### src/rtl/msr_pkg.sv
package msr_pkg;
  localparam int LINES  = 4;
  localparam int DATA_W = 2 * LINES;
  localparam int IDX_CTS = 0;
  localparam int IDX_DSR = 1;
  localparam int IDX_RI  = 2;
  localparam int IDX_DCD = 3;
  // level after reset: carrier, data-set-ready, clear-to-send high
  localparam logic [LINES-1:0] RST_LEVELS = 4'b1011;
  // lines whose change flag reacts only to a 1->0 step
  localparam logic [LINES-1:0] FALL_ONLY  = 4'b0100;
endpackage

### src/rtl/msr_line_sel.sv
module msr_line_sel #(
  parameter int W = 4
) (
  input  logic [W-1:0] ext_lines,
  input  logic [W-1:0] loop_lines,
  input  logic         loop_en,
  output logic [W-1:0] lines_out
);
  always_comb lines_out = loop_en ? loop_lines : ext_lines;
endmodule

### src/rtl/msr_delta_track.sv
module msr_delta_track #(
  parameter int              W          = 4,
  parameter logic [W-1:0]    RST_LEVELS = '0,
  parameter logic [W-1:0]    FALL_ONLY  = '0
) (
  input  logic         clk,
  input  logic         rst_n,
  input  logic [W-1:0] lines_in,
  input  logic         rd_clr,
  output logic [W-1:0] levels,
  output logic [W-1:0] deltas
);
  logic [W-1:0] chg;

  for (genvar i = 0; i < W; i++) begin : g_line
    if (FALL_ONLY[i]) begin : g_fall
      always_comb chg[i] = levels[i] & ~lines_in[i];
    end else begin : g_any
      always_comb chg[i] = levels[i] ^ lines_in[i];
    end
  end

  always_ff @(posedge clk) begin
    if (!rst_n) begin
      levels <= RST_LEVELS;
      deltas <= '0;
    end else begin
      levels <= lines_in;
      deltas <= (rd_clr ? '0 : deltas) | chg;
    end
  end

  // with no read and no line movement, flags hold
  a_r5_flags_hold: assert property (@(posedge clk) disable iff (!rst_n)
    (!rd_clr && lines_in == levels) |=> $stable(deltas));
  // a read with quiet lines leaves all flags clear
  a_r6_read_clears: assert property (@(posedge clk) disable iff (!rst_n)
    (rd_clr && lines_in == levels) |=> deltas == '0);
  // levels follow the sampled lines one clock later
  a_r2_level_follow: assert property (@(posedge clk) disable iff (!rst_n)
    1'b1 |=> levels == $past(lines_in));

  for (genvar j = 0; j < W; j++) begin : g_chk
    if (FALL_ONLY[j]) begin : g_fall_chk
      // a rising ring step does not raise its flag
      a_r4_rise_ignored: assert property (@(posedge clk) disable iff (!rst_n)
        (!rd_clr && !deltas[j] && !levels[j] && lines_in[j]) |=> !deltas[j]);
    end else begin : g_any_chk
      // any step raises the flag, read or not
      a_r3_step_flags: assert property (@(posedge clk) disable iff (!rst_n)
        (levels[j] != lines_in[j]) |=> deltas[j]);
    end
  end
endmodule

### src/rtl/msr_irq_gen.sv
module msr_irq_gen #(
  parameter int W = 4
) (
  input  logic [W-1:0] deltas,
  input  logic         enable,
  output logic         irq
);
  always_comb irq = enable & (|deltas);
endmodule

### src/rtl/modem_status_reg.sv
module modem_status_reg
  import msr_pkg::*;
(
  input  logic              clk,
  input  logic              rst_n,
  input  logic              line_cts,
  input  logic              line_dsr,
  input  logic              line_ri,
  input  logic              line_dcd,
  input  logic              loop_en,
  input  logic              ctl_dtr,
  input  logic              ctl_rts,
  input  logic              ctl_out1,
  input  logic              ctl_out2,
  input  logic              msi_en,
  input  logic              rd_strobe,
  output logic [DATA_W-1:0] rd_data,
  output logic              irq
);
  logic [LINES-1:0] ext_lines, loop_lines, sel_lines, levels, deltas;

  always_comb begin
    ext_lines           = '0;
    ext_lines[IDX_CTS]  = line_cts;
    ext_lines[IDX_DSR]  = line_dsr;
    ext_lines[IDX_RI]   = line_ri;
    ext_lines[IDX_DCD]  = line_dcd;
    loop_lines          = '0;
    loop_lines[IDX_CTS] = ctl_rts;
    loop_lines[IDX_DSR] = ctl_dtr;
    loop_lines[IDX_RI]  = ctl_out1;
    loop_lines[IDX_DCD] = ctl_out2;
  end

  msr_line_sel #(.W(LINES)) u_sel (
    .ext_lines (ext_lines),
    .loop_lines(loop_lines),
    .loop_en   (loop_en),
    .lines_out (sel_lines)
  );

  msr_delta_track #(
    .W         (LINES),
    .RST_LEVELS(RST_LEVELS),
    .FALL_ONLY (FALL_ONLY)
  ) u_track (
    .clk     (clk),
    .rst_n   (rst_n),
    .lines_in(sel_lines),
    .rd_clr  (rd_strobe),
    .levels  (levels),
    .deltas  (deltas)
  );

  msr_irq_gen #(.W(LINES)) u_irq (
    .deltas(deltas),
    .enable(msi_en),
    .irq   (irq)
  );

  always_comb rd_data = {levels, deltas};

  // a request always has a flag behind it
  a_r9_irq_has_flag: assert property (@(posedge clk) disable iff (!rst_n)
    irq |-> rd_data[LINES-1:0] != '0);
  // no request while the enable is low
  a_r10_irq_gated: assert property (@(posedge clk) disable iff (!rst_n)
    !msi_en |-> !irq);
  // in loopback, clear-to-send reports the RTS control bit
  a_r8_loop_cts: assert property (@(posedge clk) disable iff (!rst_n)
    loop_en |=> rd_data[LINES+IDX_CTS] == $past(ctl_rts));
endmodule

### config.mk
export PLATFORM = sky130hd
export DESIGN_NAME = modem_status_reg
export DESIGN_NICKNAME = d
export VERILOG_FILES = /design/src/rtl/msr_pkg.sv /design/src/rtl/msr_line_sel.sv /design/src/rtl/msr_delta_track.sv /design/src/rtl/msr_irq_gen.sv /design/src/rtl/modem_status_reg.sv
export SDC_FILE = /design/constraint.sdc
export NUM_CORES = 1
export LEC_CHECK = 0
export CAP_MARGIN = 20
export CORE_AREA = 5 5 42 44
export CTS_CLUSTER_SIZE = 24
export DETAILED_ROUTE_END_ITERATION = 16
export DIE_AREA = 0 0 47 49
export MAX_ROUTING_LAYER = met4
export PLACE_DENSITY = 0.68
export SLEW_MARGIN = 10
export SYNTH_ARGS = -nofsm -noshare
export SYNTH_HDL_FRONTEND = slang
export SYNTH_HIERARCHICAL = 1
export SYNTH_SLANG_ARGS = --single-unit
### constraint.sdc
create_clock -name clk -period 0.9 [get_ports clk]
set_clock_uncertainty 0.15 [all_clocks]
set_input_delay 0.18 -clock clk [delete_from_list [all_inputs] [get_ports clk]]
set_output_delay 0.18 -clock clk [all_outputs]
set_load 0.05 [all_outputs]
After elaboration in Yosys (flattened, before gate mapping)
Cells that the tools add are included.

Register bits after elaboration: 8. Bits of input ports: 13. Output and inout port bits: 9.

Reduce and logical (&&, ||, !) cells: 1. Muxes and demuxes: 2. Bitwise gates (word level): 7.

Operators by type and width (count): $mux 4 (2); $or 4x4->4 (1); $reduce_or 4->1 (1); $xor 1x1->1 (3); $and 1x1->1 (2); $not 1->1 (1).

Longest topological paths before layout
Gate-level depths: netlist of run 1.

Word-level depth: 4. Mapped depth: 3. Gate-level depth less buffers: 3.

Cells and area by module
The synthesis of run 1 kept the hierarchy.

By module, submodules not included: msr_delta_track (area each 276.5 um2, cells an instance 24, times used 1, seq. area each 160.2 um2); msr_line_sel (area each 45.0 um2, cells an instance 4, times used 1, seq. area each 0.0 um2); msr_irq_gen (area each 11.3 um2, cells an instance 1, times used 1, seq. area each 0.0 um2).

Worst setup path before layout of run 1
No wires, ideal clock.

Kind: register to output. Start point: register u_track.deltas[1]. End point: output irq. Path slack: -633 ps. Data arrival time: 1203 ps. Data required time: 570 ps. Buffers on the path: 0. Cell stages (with the launch flop): 2. Cells stage by stage: dfxtp_1 > o41a_1.

Longest elaborated chain between the ends: 2.

RTL lines: start, declared (line msr_delta_track.sv:11) `output logic [W-1:0] deltas`; start signal, assigned (line msr_delta_track.sv:29) `deltas <= (rd_clr ? '0 : deltas) | chg;`; $reduce_or 4->1 (line msr_irq_gen.sv:8) `always_comb irq = enable & (|deltas);`; $and 1x1->1 (line msr_irq_gen.sv:8); end, declared (line modem_status_reg.sv:18) `output logic irq`.

Every way passes these cells.

Final worst setup path of run 1
Same ends and word-level chain as after synthesis.

==> results of run 1 <==
[cell families (layout without fill, tap and decap cells)]
family	after synthesis	in the layout
compound gates	5	5
xor+xnor	3	3
flops	8	8
buf+inv	0	36
mux	4	4
simple gates	9	9
[synthesized netlist by cell type]
cell type / n / area [um^2]
dfxtp_1: 8 / 160
a21boi_2: 1 / 11.3
a21boi_1: 3 / 22.5
nand2b_1: 8 / 50.1
o41a_1: 1 / 11.3
xnor2_1: 3 / 26.3
and2_1: 1 / 6.26
mux2_2: 4 / 45.0
[per-stage QoR]
step / cell area [um^2] / util / total power [mW] / TNS, ns
4_1_cts: 813 / 0.580 / 1.20 / -2.68
5_1_grt: 877 / 0.626 / 1.32 / -3.34
3_5_place_dp: 736 / 0.525 / 0.872 / -5.94
6_report: 877 / 0.626 / 1.23 / -2.82
3_3_place_gp: 736 / 0.525 / 0.867 / -5.68
2_1_floorplan: 385 / - / 0.620 / -0.505
[final cells by class]
type | instances | area (um^2)
repair buffers | 32 | 402
flip-flops and latches | 8 | 183
clock buffers | 4 | 26.3
well taps | 16 | 20.0
multi-input cells | 21 | 246
fillers | 131 | 524
[per-layer routing]
metal | global-route usage | vias to the layer above | share of wire
met3 | 0.0664 | 4 | 0.15
met4 | 0.124 | 0 | 0.052
met5 | - | - | 0
met2 | 0.131 | 22 | 0.45
met1 | 0.0822 | 151 | 0.34
li1 | - | 170 | -
[what timing repair did]
item                                    4_1_cts  5_1_grt
gates resized for setup                      28        7
endpoints found under the setup margin       17       12
buffers inserted                              3        7
hold buffers                                  0        0
pin swaps                                     8        3
[state kept, by name (all words and copies together) (netlist names)]
name            flops
u_track/deltas      4
u_track/levels      4
[worst paths after layout]
check | startpoint | to | depth (start not counted) | slack (ns)
setup reg to reg | u_track/deltas[1]$_SDFF_PN0_ | u_track/deltas[1]$_SDFF_PN0_ | 5 | -0.17
hold reg to reg | u_track/levels[2]$_SDFF_PN0_ | u_track/deltas[2]$_SDFF_PN0_ | 2 | 0.34
setup / recovery | u_track/deltas[1]$_SDFF_PN0_ | irq | 2 | -0.65
hold / removal | loop_en | u_track/levels[0]$_SDFF_PN1_ | 3 | 0.18
[critical path: cells and delay by family (launching register included)]
family | cells | cell delay [ns]
buf+inv | 1 | 0.16
flops | 1 | 0.32
compound gates | 1 | 0.49
[power by group]
group	switching [mW]	leakage [nW]	internal [mW]	total (mW)
sequential	0.0287	0.0690	0.383	0.412
combinational	0.216	0.313	0.310	0.527
clock	0.126	0.0150	0.170	0.295
total	0.371	0.397	0.863	1.23
==> results by group, run 1 <==
STA
  – Max-slew headroom: 0.839
  – FMAX: about 0.64 GHz
  – Final worst-path setup slack: -0.652 ns
  – Slew Limit Fails: 0
  – Unrepaired setup endpoints after global routing: true
  – Final setup viols: 12
  – Period minus WS final: 1.55 ns
  – Slew @ Worst Pin: 0.242 ns
  – Fin crit share: 1.72
  – Min Hold Slack: 0.184 ns
  – Hold Violations, Final: 0

Synth
  – Post-Syn Nets: 42
  – Share of the yosys chip area belonging to registers: 0.481
  – Post-Synth XOR/XNOR Area: 0.0789
  – Simple-gate share of the synthesized area: 0.169
  – Synth Area in Adders: 0
  – Largest family of logic cells by synthesized area: simple AND/OR/NAND/NOR gates
  – Synth cell types: 8
  – FF+latch count, synth: 8
  – Cells after Synth: 29
  – Yosys warnings: 6
  – Compound-Gate Fraction of Synth Area: 0.135
  – Syn avg cell area: 11.5 um^2
  – Synthesized cell area: approximately 330 um^2
  – Mux contribution to synthesized area: 0.135

Route
  – Vias: 347
  – Routed Antenna Nets: 0
  – DR DRC count: 0
  – DR WL/cell: 11.4 um
  – First-pass detailed-route iteration total: 1
  – Initial DRC Count: 0
  – Drt total wl: 920 um
  – Vias/cell: roughly 4.3

Placed design
  – Place WS: -0.731 ns
  – PortBufs: 21
  – Placed Cells: 70
  – Hpwl dp: 654 um
  – Routability cong.: 0.676

Worst setup path
  – Startpoint Class: register
  – CP Class: reg2out
  – Max incr delay on CP: 0.49 ns
  – Critical path's slowest cell: o41a_4
  – Crit Path Max Fanout: 2
  – Data arrival time of the critical path: 1.22 ns
  – Worst EP required: 0.57 ns
  – Crit path cell chain: o41a_4, buf_12
  – Crit. End Element: output port

GRT
  – First-pass GRT wire length: between 1 and 1.5 mm
  – GRT Overall Usage: 0.101
  – Gr ovfl total: 0
  – Vias in the first global route: ~350
  – Largest net degree at the start of global routing: 9
  – Initial antenna violation count: 0

Die
  – Die X: 47 um
  – I/O Pins: 22
  – Cell row count: 14
  – DIE AREA: roughly 2300 um^2
  – Initial Util: 0.237
  – Die Height: 49 um
  – Core footprint: 1400 um^2

Finish
  – Nets: ~80
  – Most frequent cells in the layout: buf_12, buf_6
  – Commonest non-fill, non-tap cell in the layout: buf_12
  – Cell Count, Final, Fillers Out: 81
  – Layout cells sized above 1: 0.692
  – Ant. Diodes: 0
  – P&R area growth vs syn: 164%

Clock tree
  – Worst-case clock buffer depth: 2
  – Number of buffers created by CTS: 3
  – CTS root buf: clkbuf_4
  – CTS tree: done
  – Skew-Pair Late Insertion Delay: 0.26 ns
  – Clock slew at reported path FFs: 0.06 ns
  – H-Tree Level Count: 1
  – Clock sinks: 8

Run status
  – Status: complete, but fails checks
  – Violated checks: negative setup slack

Pwr
  – Peak supply drop: 0.712 mV
  – Leakage: 0.397 nW
  – Pwr dens: 1410 nW/um^2

Flow run
  – Max-cap violations: 0

Min path
  – HP Class: in2reg
Power figures use the tool's default switching activity.
==> run 2, diff against run 1 <==
ABC_AREA = 1   (was not set)
PLACE_DENSITY = 0.71   (was 0.68)
==> run 2 against run 1 <==
Against the previous run: the run still ends with negative setup slack left; core utilization decreased by 0.089 points; global-route usage decreased by 0.61 points; power decreased by 4.5%; hold slack got worse by 0.090 ns; sequential share of layout area increased by 0.60 points; register-to-register slack improved by 0.06 ns; die area unchanged; synthesized cell count increased by 110%; via count increased by 29%; non-clock buffer count decreased by 1; setup slack improved by 0.28 ns; first-iteration DRC count increased by 3; largest power group unchanged.
==> results by group, run 2 <==
Clock tree
  – Number of buffers created by CTS: 3
  – CTS root buf: clkbuf_4
  – H-Tree Level Count: 1
  – Worst-case clock buffer depth: 2
  – Clock sinks: 8
  – Skew-Pair Late Insertion Delay: about 0.25 ns
  – Clock slew at reported path FFs: 0.06 ns
  – CTS tree: done
  – Hold-fix buffers at CTS: 0

Synth
  – Synth cell count leaders: nand2_1, inv_1, dfxtp_1
  – Share of the yosys chip area belonging to registers: 0.434
  – Most common cell in the synthesized netlist: nand2_1
  – Synth Flop Type: dfxtp_1
  – Yosys warnings: 6
  – Syn avg cell area: 6.15 um^2
  – Top post-synthesis cells by area: dfxtp_1, nand2_1, inv_1, nand3_1, a21boi_2
  – Cells after Synth: 60
  – FF+latch count, synth: 8
  – Synthesized cell area: about 370 um^2
  – Ys async rst share: 0
  – Synth cell types: 9
  – Top-area cell type share of the netlist area: 0.434
  – Leading area contributor after synthesis: dfxtp_1
  – Post-Syn Nets: 73
  – Post-synth EDFFs: 0

Placed design
  – Cell Area, Placed: a little under 800 um^2
  – Routability cong.: 0.762
  – Placed Cells: 101
  – PortBufs: 21
  – Hpwl dp: 755 um

Worst setup path
  – Worst Reg2Reg Path Length in Cells: 6
  – Crit. End Element: output port
  – CP Depth: 3
  – Worst EP required: approximately 0.57 ns
  – Crit Path Max Fanout: 2
  – CP top delay family: flip-flops
  – Data arrival time of the critical path: approximately 0.94 ns
  – Max incr delay on CP: 0.35 ns
  – Buf/Inv on CP: 1
  – Crit path cell chain: nor2_4, a21oi_4, buf_12
  – Critical path's slowest cell: dfxtp_4
  – Startpoint Class: register
  – CP Class: reg2out

Flow run
  – Max-cap violations: 0

Min path
  – HP Class: in2reg
  – Hold depth: 2

Route
  – First-pass detailed-route iteration total: 4
  – DR WL/cell: 8.87 um
  – Routed Antenna Nets: 0
  – Vias: around 450
  – Vias/cell: ~4.1
  – Drt total wl: 976 um
  – DR DRC count: 0
  – Initial DRC Count: 3

Die
  – Initial Util: 0.263
  – Core footprint: 1400 um^2
  – DIE AREA: 2300 um^2
  – I/O Pins: 22
  – Die Height: 49 um
  – Die X: 47 um
  – Cell row count: 14

GRT
  – Vias in the first global route: roughly 430
  – First-pass GRT wire length: 1.55 mm
  – GRT Overall Usage: 0.0953
  – Gr ovfl total: 0
  – Largest net degree at the start of global routing: 8
  – Initial antenna violation count: 0

Finish
  – P&R area growth vs syn: 137%
  – Fin util: 0.625
  – Ant. Diodes: 0
  – Most frequent cells in the layout: nand2_1, dlygate4sd2_1, buf_12
  – Layout cells sized above 1: 0.511
  – Commonest non-fill, non-tap cell in the layout: nand2_1
  – Post-layout instance area: slightly below 900 um^2
  – Layout filler cell count: about 130
  – Nets: about 110
  – Cell Count, Final, Fillers Out: 110
  – Top flop regs: u_track/deltas: 4 flops, u_track/levels: 4 flops

STA
  – Hold Violations, Final: 0
  – Fin crit share: 1.41
  – FMAX: slightly below 0.8 GHz
  – Period minus WS final: 1.27 ns
  – Final worst-path setup slack: -0.367 ns
  – Max-slew headroom: 0.917
  – Final setup viols: 12
  – Unrepaired setup endpoints after global routing: true
  – Slew @ Worst Pin: 0.124 ns
  – Min Hold Slack: 0.0940 ns
  – Slew Limit Fails: 0
  – Total Neg Setup Slack: -2.39 ns

Run status
  – Violated checks: negative setup slack
  – Status: complete, but fails checks

Pwr
  – Leakage: ~0.48 nW
  – Pwr dens: around 1300 nW/um^2
  – Peak supply drop: ~0.65 mV
-- run 2: area by class of cell --
cell class,count,area [um^2],share of cell area
multi-input cells,37,205,0.234
repair buffers,31,384,0.439
well taps,16,20.0,0.0229
flip-flops and latches,8,188,0.214
inverters,14,52.6,0.0600
clock buffers,4,26.3,0.0300
-- run 2: cells by family (layout without fill, tap and decap cells) --
| kind of cell | count (synthesis) | after routing | synth area share |
|---|---|---|---|
| and+or+nand+nor | 35 | 35 | 0.366 |
| AOI/OAI and AO/OA | 2 | 2 | 0.0441 |
| buffers and inverters | 15 | 49 | 0.156 |
| DFF | 8 | 8 | 0.434 |
-- run 2: power by group --
group / internal, mW / switching, mW / leakage, nW
Clock: 0.169 / 0.114 / 0.0150
Combinational: 0.251 / 0.234 / 0.395
Sequential: 0.380 / 0.0307 / 0.0698
Total: 0.800 / 0.378 / 0.480
-- run 2: path summary, 6_finish.rpt --
| kind | from | end | slack (ns) |
|---|---|---|---|
| worst max-delay path | u_track/deltas[1]$_SDFF_PN0_ | irq | -0.37 |
| worst min-delay path | rst_n | u_track/deltas[2]$_SDFF_PN0_ | 0.09 |
| worst max register to register | u_track/deltas[3]$_SDFF_PN0_ | u_track/deltas[3]$_SDFF_PN0_ | -0.11 |
| worst min register to register | u_track/levels[2]$_SDFF_PN0_ | u_track/deltas[2]$_SDFF_PN0_ | 0.35 |
-- run 2: worst register-to-register path: cells and delay by family, from the launching register on --
kind | cells | cell delay [ns]
and+or+nand+nor | 3 | 0.16
DFF | 1 | 0.35
buffers and inverters | 3 | 0.25
-- run 2: what timing repair did --
action                                  4_1_cts  5_1_grt
endpoints found under the hold margin         0        0
setup buffers                                 3        3
endpoints found under the setup margin       17       17
cloned                                        0        0
gates resized for setup                      20       11
pin swaps                                    13        7
-- run 2: routing by layer --
layer / track usage / part of all wire / vias to the layer above / wire (um)
li1: - / - / 238 / -
met2: 0.156 / 0.51 / 19 / 502
met5: - / 0 / - / 0
met3: 0.0221 / 0.096 / 2 / 94
met1: 0.0989 / 0.38 / 187 / 375
met4: 0.0553 / 0.0041 / 0 / 4
-- run 2: through the flow --
stage          total power, mW  setup slack [ns]
5_1_grt                   1.25            -0.408
3_3_place_gp             0.856            -0.498
3_5_place_dp             0.860            -0.541
6_report                  1.18            -0.367
4_1_cts                   1.17            -0.379
2_1_floorplan            0.621            -0.269
